==> src/rtl/adc_scan_pkg.sv <==
package adc_scan_pkg;
  localparam int CNT_W = 16;

  typedef enum logic [1:0] {
    CH_TEMP = 2'd0,
    CH_AMP  = 2'd1,
    CH_DIR  = 2'd2
  } chanTag_t;

  typedef struct packed {
    logic             load;
    logic [CNT_W-1:0] loadVal;
    logic             capture;
    logic [1:0]       tag;
    logic             clrOvf;
  } ctlStrobes_t;
endpackage

==> src/rtl/adc_start_sync.sv <==
module adc_start_sync (
  input  logic clk,
  input  logic rstN,
  input  logic startN,
  output logic startFall,
  output logic startHigh
);
  logic [2:0] syncQ;

  always_ff @(posedge clk or negedge rstN) begin
    if (!rstN) syncQ <= 3'b111;
    else       syncQ <= {syncQ[1:0], startN};
  end

  assign startFall = syncQ[2] & ~syncQ[1];
  assign startHigh = syncQ[1];
endmodule

==> src/rtl/adc_scan_ctl.sv <==
module adc_scan_ctl
  import adc_scan_pkg::*;
#(
  parameter int TEMP_TICKS     = 225,
  parameter int AMP_TICKS      = 163,
  parameter int DIR_TICKS      = 22,
  parameter int AMP_CONV_TICKS = 69,
  parameter int DIR_CONV_TICKS = 17
) (
  input  logic        clk,
  input  logic        rstN,
  input  logic        startFall,
  input  logic        startHigh,
  input  logic [1:0]  mode,
  input  logic [2:0]  chanMask,
  input  logic        cntZero,
  output ctlStrobes_t ctl,
  output logic        busy
);
  localparam logic [CNT_W-1:0] TEMP_LD    = CNT_W'(TEMP_TICKS - 1);
  localparam logic [CNT_W-1:0] AMP_LD     = CNT_W'(AMP_TICKS - 1);
  localparam logic [CNT_W-1:0] DIR_LD     = CNT_W'(DIR_TICKS - 1);
  localparam logic [CNT_W-1:0] AMP_CNV_LD = CNT_W'(AMP_CONV_TICKS - 1);
  localparam logic [CNT_W-1:0] DIR_CNV_LD = CNT_W'(DIR_CONV_TICKS - 1);
  localparam logic [1:0]       MODE_RSVD  = 2'b10;
  localparam logic [1:0]       MODE_ONE   = 2'b11;

  typedef enum logic [1:0] {ST_IDLE, ST_SCAN, ST_ACQ, ST_CONV} state_t;

  state_t     state, nextState;
  logic [2:0] remMask, nextRemMask;
  logic [1:0] curTag, nextTag;
  logic [2:0] clearedMask;
  logic [1:0] firstTag;
  logic       accept;

  function automatic logic [1:0] lowestChan(input logic [2:0] m);
    if (m[0])      return CH_TEMP;
    else if (m[1]) return CH_AMP;
    else           return CH_DIR;
  endfunction

  function automatic logic [CNT_W-1:0] scanLoad(input logic [1:0] t);
    case (t)
      CH_TEMP: return TEMP_LD;
      CH_AMP:  return AMP_LD;
      default: return DIR_LD;
    endcase
  endfunction

  assign firstTag    = lowestChan(chanMask);
  assign clearedMask = remMask & ~(3'b001 << curTag);
  assign accept      = startFall && (mode != MODE_RSVD) && (chanMask != 3'b000);

  always_comb begin
    ctl         = '0;
    nextState   = state;
    nextRemMask = remMask;
    nextTag     = curTag;
    case (state)
      ST_IDLE: begin
        if (accept) begin
          ctl.clrOvf = 1'b1;
          nextTag    = firstTag;
          if (mode == MODE_ONE) begin
            nextRemMask = 3'b001 << firstTag;
            if (firstTag == CH_TEMP) begin
              ctl.load    = 1'b1;
              ctl.loadVal = TEMP_LD;
              nextState   = ST_SCAN;
            end else begin
              nextState = ST_ACQ;
            end
          end else begin
            nextRemMask = chanMask;
            ctl.load    = 1'b1;
            ctl.loadVal = scanLoad(firstTag);
            nextState   = ST_SCAN;
          end
        end
      end
      ST_SCAN: begin
        if (cntZero) begin
          ctl.capture = 1'b1;
          ctl.tag     = curTag;
          nextRemMask = clearedMask;
          if (clearedMask != 3'b000) begin
            nextTag     = lowestChan(clearedMask);
            ctl.load    = 1'b1;
            ctl.loadVal = scanLoad(lowestChan(clearedMask));
          end else begin
            nextState = ST_IDLE;
          end
        end
      end
      ST_ACQ: begin
        if (startHigh) begin
          ctl.load    = 1'b1;
          ctl.loadVal = (curTag == CH_AMP) ? AMP_CNV_LD : DIR_CNV_LD;
          nextState   = ST_CONV;
        end
      end
      default: begin
        if (cntZero) begin
          ctl.capture = 1'b1;
          ctl.tag     = curTag;
          nextState   = ST_IDLE;
        end
      end
    endcase
  end

  always_ff @(posedge clk or negedge rstN) begin
    if (!rstN) begin
      state   <= ST_IDLE;
      remMask <= 3'b000;
      curTag  <= 2'd0;
    end else begin
      state   <= nextState;
      remMask <= nextRemMask;
      curTag  <= nextTag;
    end
  end

  assign busy = (state != ST_IDLE);
endmodule

==> src/rtl/adc_scan_dp.sv <==
module adc_scan_dp
  import adc_scan_pkg::*;
#(
  parameter int DATA_W = 12
) (
  input  logic              clk,
  input  logic              rstN,
  input  ctlStrobes_t       ctl,
  input  logic              monEn,
  input  logic              fifoFull,
  input  logic [DATA_W-1:0] sampleIn,
  output logic              cntZero,
  output logic              fifoWrEn,
  output logic [DATA_W+1:0] fifoWrData,
  output logic              overflow
);
  logic [CNT_W-1:0] cnt;
  logic             dropWr;

  always_ff @(posedge clk or negedge rstN) begin
    if (!rstN)                cnt <= '0;
    else if (ctl.load)        cnt <= ctl.loadVal;
    else if (cnt != '0)       cnt <= cnt - 1'b1;
  end

  assign cntZero    = (cnt == '0);
  assign dropWr     = ctl.capture & monEn & fifoFull;
  assign fifoWrEn   = ctl.capture & monEn & ~fifoFull;
  assign fifoWrData = {ctl.tag, sampleIn};

  always_ff @(posedge clk or negedge rstN) begin
    if (!rstN)           overflow <= 1'b0;
    else if (ctl.clrOvf) overflow <= 1'b0;
    else if (dropWr)     overflow <= 1'b1;
  end
endmodule

==> src/rtl/adc_scan_seq.sv <==
module adc_scan_seq
  import adc_scan_pkg::*;
#(
  parameter int DATA_W         = 12,
  parameter int TEMP_TICKS     = 225,
  parameter int AMP_TICKS      = 163,
  parameter int DIR_TICKS      = 22,
  parameter int AMP_CONV_TICKS = 69,
  parameter int DIR_CONV_TICKS = 17
) (
  input  logic              clk,
  input  logic              rstN,
  input  logic              startN,
  input  logic [1:0]        mode,
  input  logic [2:0]        chanMask,
  input  logic              monEn,
  input  logic              fifoFull,
  input  logic [DATA_W-1:0] sampleIn,
  output logic              busy,
  output logic              fifoWrEn,
  output logic [DATA_W+1:0] fifoWrData,
  output logic              overflow
);
  ctlStrobes_t ctl;
  logic        startFall, startHigh, cntZero;

  adc_start_sync u_sync (
    .clk       (clk),
    .rstN      (rstN),
    .startN    (startN),
    .startFall (startFall),
    .startHigh (startHigh)
  );

  adc_scan_ctl #(
    .TEMP_TICKS     (TEMP_TICKS),
    .AMP_TICKS      (AMP_TICKS),
    .DIR_TICKS      (DIR_TICKS),
    .AMP_CONV_TICKS (AMP_CONV_TICKS),
    .DIR_CONV_TICKS (DIR_CONV_TICKS)
  ) u_ctl (
    .clk       (clk),
    .rstN      (rstN),
    .startFall (startFall),
    .startHigh (startHigh),
    .mode      (mode),
    .chanMask  (chanMask),
    .cntZero   (cntZero),
    .ctl       (ctl),
    .busy      (busy)
  );

  adc_scan_dp #(.DATA_W(DATA_W)) u_dp (
    .clk        (clk),
    .rstN       (rstN),
    .ctl        (ctl),
    .monEn      (monEn),
    .fifoFull   (fifoFull),
    .sampleIn   (sampleIn),
    .cntZero    (cntZero),
    .fifoWrEn   (fifoWrEn),
    .fifoWrData (fifoWrData),
    .overflow   (overflow)
  );
endmodule

==> config.mk <==
export PLATFORM = sky130hd
export DESIGN_NAME = adc_scan_seq
export DESIGN_NICKNAME = d
export VERILOG_FILES = /design/src/rtl/adc_scan_pkg.sv /design/src/rtl/adc_start_sync.sv /design/src/rtl/adc_scan_ctl.sv /design/src/rtl/adc_scan_dp.sv /design/src/rtl/adc_scan_seq.sv
export SDC_FILE = /design/constraint.sdc
export NUM_CORES = 1
export LEC_CHECK = 0
export BUFFER_PORTS_ARGS = -buffer_cell sky130_fd_sc_hd__buf_2
export CAP_MARGIN = 20
export CELL_PAD_IN_SITES_DETAIL_PLACEMENT = 2
export CELL_PAD_IN_SITES_GLOBAL_PLACEMENT = 2
export CORE_ASPECT_RATIO = 1.1
export CORE_MARGIN = 8
export CORE_UTILIZATION = 35
export CTS_CLUSTER_SIZE = 10
export DETAILED_ROUTE_END_ITERATION = 8
export MAX_ROUTING_LAYER = met4
export PLACE_DENSITY = 0.91
export RECOVER_POWER = 100
export SYNTH_ARGS = -nofsm -noshare
export SYNTH_HDL_FRONTEND = slang
export SYNTH_HIERARCHICAL = 1
export SYNTH_SLANG_ARGS = --single-unit
==> constraint.sdc <==
create_clock -name clk -period 5.6 [get_ports clk]
set_input_delay 0 -clock clk [delete_from_list [all_inputs] [get_ports clk]]
set_output_delay 0 -clock clk [all_outputs]
set_load 0.01 [all_outputs]
# ---- Word level (Yosys, flattened, before mapping)
# Index checks and enable logic that the tools add are counted.
dict set report classes {
  n_addsub 1
  eq_ne 12
  shift 2
  mux 39
  bitwise_logic 8
  reduce_logical 18
}
# op count
set op_table {}
lappend op_table {{$mux 17} 5}
lappend op_table {{$pmux 17 s3} 1}
lappend op_table {{$mux 16} 2}
lappend op_table {{$pmux 8 s2} 2}
lappend op_table {{$mux 2} 15}
lappend op_table {{$mux 20} 1}
lappend op_table {{$logic_not 16->1} 1}
lappend op_table {{$reduce_bool 16->1} 1}
lappend op_table {{$sub 16x1->16 const B} 1}
lappend op_table {{$mux 3} 4}
lappend op_table {{$pmux 3 s2} 2}
lappend op_table {{$reduce_bool 3->1} 3}
lappend op_table {{$eq 2x1->1 const B} 4}
lappend op_table {{$ne 2x2->1 const B} 4}
lappend op_table {{$reduce_bool 2->1} 4}
lappend op_table {{$mux 7} 1}
lappend op_table {{$logic_not 2->1} 3}
lappend op_table {{$pmux 2 s3} 1}
lappend op_table {{$shl 1x2->3 const A} 2}
lappend op_table {{$reduce_and 5->1} 1}
lappend op_table {{$and 1x1->1} 4}
lappend op_table {{$eq 2x2->1 const B} 2}
lappend op_table {{$mux 1} 4}
lappend op_table {{$ne 2x1->1 const B} 2}
lappend op_table {{8 further kinds} 10}
dict set report totals {
  register_bits 27
  in_bits 22
  output_inout_bits 17
  elab_cells 86
}

# ---- Logic depth before layout (Yosys ltp)
# Gate-level depths: netlist of the first run.
dict set report depth {
  ltp_word 17
  depth_mapped 13
  mapped_depth_nobuf 11
}

# ---- Hierarchy
# The synthesis of the first run kept the hierarchy.
# module instances cells_per_inst area_per_inst_um2 seq_area_each_um2
set by_module_without_submodules {}
lappend by_module_without_submodules {adc_scan_dp 1 126 1147.4 425.4}
lappend by_module_without_submodules {adc_scan_ctl 1 96 728.2 175.2}
lappend by_module_without_submodules {adc_start_sync 1 4 92.6 78.8}

# ---- Worst setup path before layout of the first run
# OpenSTA, ideal clock, no wires.
dict set report synth_timing {
  path_type {register -> register}
  from {reg u_dp.cnt[0]}
  to {reg u_dp.cnt[4]}
  setup_ns 0.079
  arrival_ns 3.197
  slack_ns 2.324
  stages_incl_launch_ff 14
  path_buffers 4
  period_less_slack_ns 3.276
  cell_sequence {dfrtp_1 -> inv_1 -> ha_1 -> or3b_1 -> clkbuf_1 -> nor4_4 -> and2_1 -> nand3b_1 -> o21ai_0 -> clkbuf_1 -> clkbuf_1 -> clkbuf_1 -> a21oi_1 -> a2bb2oi_1}
}
# element line_no
set synth_lines {}
lappend synth_lines {{start: declaration} adc_scan_dp.sv:17} ;# logic [CNT_W-1:0] cnt;
lappend synth_lines {{start signal: assignment} adc_scan_dp.sv:22} ;# else if (ctl.load) cnt <= ctl.loadVal;
lappend synth_lines {{start signal: assignment} adc_scan_dp.sv:23} ;# else if (cnt != '0) cnt <= cnt - 1'b1;

==> metrics.md, run 1 <==
| Metric | Value |
|---|---|
| Max_cap viols | `1` |
| CP Max Fanout | `26` |
| CP Capture Type | `register` |
| # diodes | `0` |
| Die H | `94.65 um` |
| Filler instances | `647` |
| Starting DRT DRC Count | `36` |
| Final period util | `76.91%` |
| Cell variety after synth | `50` |
| First-pass GRT wire length | `8618 um` |
| Clock slew at reported path FFs | `100 ps` |
| Minimum clock period | `4307 ps` |
| CP required | `5810 ps` |
| P_leak | `0.7790 nW` |
| CTS tree | `built` |
| HP Class | `in2out` |
| Critical path arrival | `4520 ps` |
| DIE WIDTH | `87.50 um` |
| Cell Pwr Density | `190.3 nW/um2` |
| Core Util, Final | `36.50%` |
| H-tree Lvls | `1` |
| Hold Vio Cnt, Final | `0` |
| Startpoint Class | `register` |
| Largest net degree at the start of global routing | `28` |
| Worst Reg-to-Reg Cells | `11` |
| Reg area | `679.4 um2` |
| Slew HR | `-5.278%` |
| Drt first pass iters | `4` |
| Power Total | `0.3748 mW` |
| DIE AREA | `8282 um2` |
| Maximum clock path buffer count | `2` |
| Multi-input gate area | `1037 um2` |
| Setup TNS | `0 ps` |
| Avg Synthesized Cell Area | `8.709 um2` |
| Core area | `5395 um2` |
| Post-synth EDFFs | `0` |
| Critical path startpoint | `u_dp/cnt[0]` |
| Antenna-violating nets left | `0` |
| Slew Viols, Final | `11` |
| Setup violators final | `0` |
| Sequential share of the synthesized area | `34.52%` |
| R2R Setup Slk | `1290 ps` |
| GRT overflow | `0` |
| Status | `finished, violations left` |
| Post-DR vias/cell | `5.423` |
| Total CTS buffers | `3` |
| Most common flop cell mapped by yosys | `dfrtp_1` |
| Nets | `242` |
| Total GRT Usage | `13.48%` |
| Critical R2R Launch | `u_dp/cnt[0]` |
| DP HPWL | `3810 um` |
| Routability Congestion | `0.7655` |
| Failing checks | `max-capacitance violations, max-slew violations` |
| CTS root buffer | `clkbuf_8` |
| Cell Area, Synth | `1968 um2` |
| Hold Path Origin | `sampleIn[11]` |
| Highest Clock Rate | `0.2322 GHz` |
| Hold Path End | `fifoWrData[11]` |
| Initial antenna violation count | `0` |
| Cell Rows | `28` |
| Yosys warnings | `6` |
| Worst Skew | `3.825 ps` |
| DRC viols | `0` |
| Hold Path Depth | `0` |
| FF-to-FF End | `u_dp/cnt[6]` |
| Async SR Flop Fraction | `100.0%` |
| Port bufs | `14` |
| Unrepaired setup endpoints after global routing | `false` |
| Vias in the first global route | `1814` |
| Post-route insts no fill | `293` |
| Placed insts | `287` |
| Initial Utilization | `36.48%` |
| Worst slew pin tran | `1565 ps` |
| Via count | `1589` |
| Final hold slack | `0.01165 ps` |
| Wire per inst | `17.47 um` |
| Synth Register Bits | `27` |
| Most common cell after layout, fill and taps aside | `dfrtp_1` |
| Clock latency on the worst-skew pair | `280 ps` |
| Mapped Cells | `226` |
| Area Growth Syn to Fin | `0.06361%` |
| Worst VDD drop | `0.09463 mV` |
| Commonest cells after routing, fill and taps aside | `dfrtp_1 (24), nor2_1 (16), nand2_1 (13), o21ai_0 (13), nor3_1 (10)` |
| CP Class | `reg2reg` |
| Final wirelength | `5120 um` |
| Layout cells sized above 1 | `10.55%` |
| CTS Sinks | `27` |
| Top Ports | `39` |
==> worst max-delay path, cell delays in order (launching register included) <==
cell and delay, ps:
dfrtp_1 410, inv_1 130, ha_1 210, or3b_1 440, nor4_1 1300, and2_1 470
nand3b_1 190, o21ai_0 200, buf_4 300, inv_1 230, o211ai_1 180, o21a_1 180
==> area by class of cell <==
cell class | count | area share, %
Clock inverter | 1 | 0.2541
Multi-Input combinational cell | 164 | 52.67
Inverter | 6 | 1.144
Tap cell | 75 | 4.765
Sequential cell | 27 | 34.50
Timing Repair Buffer | 17 | 4.574
Clock buffer | 3 | 2.097
==> power breakdown <==
| group | internal [mW] | switching, mW |
|---|---|---|
| clock | 0.0500 | 0.0659 |
| combinational | 0.0182 | 0.0208 |
| sequential | 0.206 | 0.0140 |
==> Yosys cell counts (4+ instances only) <==
cell,count,area share [%]
buf_4,24,9.2
dfrtp_1,24,31
nor2_1,16,3.1
nand2_1,13,2.5
o21ai_0,12,3.1
nor3_1,10,2.5
clkbuf_1,9,1.7
nand2b_1,9,2.9
a21oi_1,6,1.5
a31oi_1,6,1.9
inv_1,6,1.1
o211a_1,6,3.1
xor2_1,6,2.7
nor4_1,5,1.6
a2bb2oi_1,4,1.8
and3_1,4,1.3
nand3_1,4,1.0
nand3b_1,4,1.5
o31ai_1,4,1.5
or4_1,4,1.5
==> timing repair <==
item | 4_1_cts | 5_1_grt
setup buffers | 0 | 0
hold buffers | 2 | 0
gates resized for setup | 0 | 0
endpoints found under the hold margin | 25 | 0
==> how the worst max path moves through the flow <==
stage	slack, ps	to	cells past startpoint
global route	930	u_dp/cnt[6]	11
global placement	2350	u_dp/cnt[15]	11
detailed placement	2070	u_dp/cnt[6]	11
finish	1290	u_dp/cnt[6]	11
CTS	2030	u_dp/cnt[6]	11
floorplan	2320	u_dp/cnt[4]	13
==> sequential cells by signal (all words and copies together) (netlist names) <==
register / count
u_ctl/state: 2
u_dp/cnt: 16
u_ctl/curTag: 2
u_ctl/remMask: 3
u_dp/overflow: 1
u_sync/syncQ: 3
==> cell families after synthesis <==
logic type	Yosys count	share of synthesized area, %
fa+ha+maj	1	0.6356
other cells	1	0.1905
flops	27	34.52
compound gates	54	19.20
mux	7	3.814
xor+xnor	8	3.560
buf+inv	43	13.35
simple gates	85	24.73
==> routing by layer <==
layer	vias up	global-route usage, %	wire length (um)
li1	757	-	-
met1	790	14.26	2191
met2	30	24.46	2709
met3	12	2.780	102
met4	0	4.017	117
met5	-	-	0
==> stage by stage <==
step | area [um2] | setup slack [ps]
floorplan | 1998 | 2324
global placement | 1933 | 2351
detailed placement | 1933 | 2070
CTS | 1999 | 2028
global route | 1969 | 928.6
finish | 1969 | 1293
No activity file was read; power rests on OpenSTA's default activity.
==> run 2: changes to the inputs <==
CORE_UTILIZATION = 33   (was 35)
PLACE_DENSITY = 0.87   (was 0.91)
clock period = 4.48 ns   (was 5.6 ns; I/O delays follow)
==> run 2 against run 1 <==
The run still ends with max-capacitance violations, max-slew violations left. Sequential share of layout area decreased by 0.65 points. First-iteration DRC count increased by 8.3%. Register-to-register slack got worse by 580 ps. Non-clock buffer count increased by 2. Via count increased by 1.1%. Fmax increased by 14%. Global-route usage about the same. Design area increased by 1.9%. Clock skew decreased by 1.4 ps. Die area increased by 5.0%. Highest routed layer unchanged.
==> metrics.md, run 2 (same netlist as run 1, synthesis figures left out) <==
| Metric | Value |
|---|---|
| DP Worst Slack | `823.9 ps` |
| Grt met1 use | `13.75%` |
| Hold Path Depth | `0` |
| Area Growth Syn to Fin | `1.970%` |
| Cell Pwr Density | `234.6 nW/um2` |
| DRC viols | `0` |
| Core Util, Final | `34.79%` |
| Via count | `1606` |
| Gr busiest metal | `met2` |
| Failing checks | `max-capacitance violations, max-slew violations` |
| Wire per inst | `18.16 um` |
| First-pass GRT wire length | `9080 um` |
| FF-to-FF End | `u_dp/cnt[9]` |
| Clock slew at reported path FFs | `100 ps` |
| CP Class | `reg2reg` |
| Core area | `5769 um2` |
| Post-DR vias/cell | `5.407` |
| Hold Path End | `fifoWrData[1]` |
| Maximum clock path buffer count | `2` |
| Status | `finished, violations left` |
| GR met2 Demand/Resource | `24.72%` |
| CTS tree | `built` |
| Total CTS buffers | `3` |
| Routability Congestion | `0.8193` |
| DIE WIDTH | `89.64 um` |
| CTS root buffer | `clkbuf_8` |
| P_leak | `0.7942 nW` |
| Final period util | `84.10%` |
| R2R Setup Slk | `710 ps` |
| DP HPWL | `4046 um` |
| # diodes | `0` |
| Slew Viols, Final | `28` |
| Initial antenna violation count | `0` |
| PnR worst setup slack | `712.2 ps` |
| Most flops, register | `u_dp/cnt` |
| Cell Rows | `29` |
| Clock latency on the worst-skew pair | `270 ps` |
| Drt first pass iters | `4` |
| Final wirelength | `5393 um` |
| Worst Reg-to-Reg Cells | `10` |
| Starting DRT DRC Count | `39` |
| Total GRT Usage | `13.50%` |
| CTS Sinks | `27` |
| Die H | `97.00 um` |
| Worst Skew | `2.390 ps` |
| Largest register FFs | `16` |
| Met3 GRT Util | `2.623%` |
| Largest net degree at the start of global routing | `28` |
| Initial Utilization | `34.11%` |
| Critical R2R Launch | `u_dp/cnt[0]` |
| Worst slew pin tran | `1542 ps` |
| Hold Path Origin | `sampleIn[1]` |
| Worst VDD drop | `0.1149 mV` |
| Setup TNS | `0 ps` |
| CP Max Fanout | `16` |
| Unrepaired setup endpoints after global routing | `false` |
| Critical path arrival | `3990 ps` |
| GRT overflow | `0` |
| Hold Vio Cnt, Final | `0` |
| Commonest cells after routing, fill and taps aside | `dfrtp_1 (24), nor2_1 (16), nand2_1 (13)` |
| DIE AREA | `8694 um2` |
| CP required | `4700 ps` |
| Highest Clock Rate | `0.2654 GHz` |
| HP Class | `in2out` |
| Layout cells sized above 1 | `11.36%` |
| Antenna-violating nets left | `0` |
| Largest regs | `u_dp/cnt (16), u_ctl/remMask (3), u_sync/syncQ (3)` |
| Post-CTS Repair Setup Buffers | `0` |
| Reg area | `679.4 um2` |
| Startpoint Class | `register` |
| H-tree Lvls | `1` |
| Max_cap viols | `1` |
| Nets | `244` |
| Vias in the first global route | `1861` |
| Filler instances | `672` |
| Setup violators final | `0` |
| Top Ports | `39` |
| Slew HR | `-2.805%` |
| Minimum clock period | `3768 ps` |
| Most common cell after layout, fill and taps aside | `dfrtp_1` |
| Port bufs | `14` |
| PostCTS Resize Cnt | `0` |
| CP Capture Type | `register` |
| Multi-input gate area | `1056 um2` |
==> run 2: area by class of cell <==
cell class                 count  area share, %
clock buffer                   4          2.244
inverter                       6          1.122
multi-input combinational    164          52.62
sequential                    27          33.85
tap                           77          4.801
timing repair buffer          19          5.362
==> run 2: repair_timing <==
item,4_1_cts,5_1_grt
hold buffers,3,0
hold endpoints to repair,26,0
endpoints found under the setup margin,0,0
==> run 2: worst max-delay path by stage <==
stage	startpoint	end	slack [ps]
5_1_grt	u_dp/cnt[0]	u_dp/cnt[15]	390
2_1_floorplan	u_dp/cnt[0]	u_dp/cnt[4]	1200
3_3_place_gp	u_dp/cnt[0]	u_dp/cnt[15]	1060
4_1_cts	u_dp/cnt[0]	u_dp/cnt[15]	790
6_report	u_dp/cnt[0]	u_dp/cnt[9]	710
3_5_place_dp	u_dp/cnt[0]	u_dp/cnt[15]	820
==> run 2: per-stage QoR <==
stage / total power, mW / cells / cell area (um2) / hold WS (ps)
final: 0.4709 / 297 / 2007 / 0.003345
after CTS: 0.4782 / 297 / 2018 / 0.06862
after global routing: 0.4928 / 297 / 2007 / 0.01683
after floorplan: 0.3230 / 234 / 1998 / -295.6
after global placement: 0.3240 / 290 / 1943 / 0.06862
after detailed placement: 0.3283 / 290 / 1943 / 0.06862
==> run 2: layer usage <==
| metal | wire [um] | share of wire, % |
|---|---|---|
| met5 | 0 | 0 |
| met4 | 96 | 1.8 |
| met3 | 123 | 2.3 |
| met2 | 2994 | 56 |
| met1 | 2178 | 40 |
==> run 2: power by group <==
part | switching, mW | internal (mW) | leakage, nW
clock | 0.0803 | 0.0639 | 0.0228
combinational | 0.0280 | 0.0237 | 0.459
sequential | 0.0176 | 0.257 | 0.313
==> run 2: critical path: stages, from the launching register on <==
cell      delay (ps)
dfrtp_1          420
inv_1            110
ha_1             200
or3b_1           470
nor4_4           590
and2_0           440
nand3b_1         230
o21ai_2          590
nor2_1           180
nand2_1          280
o211a_1          210
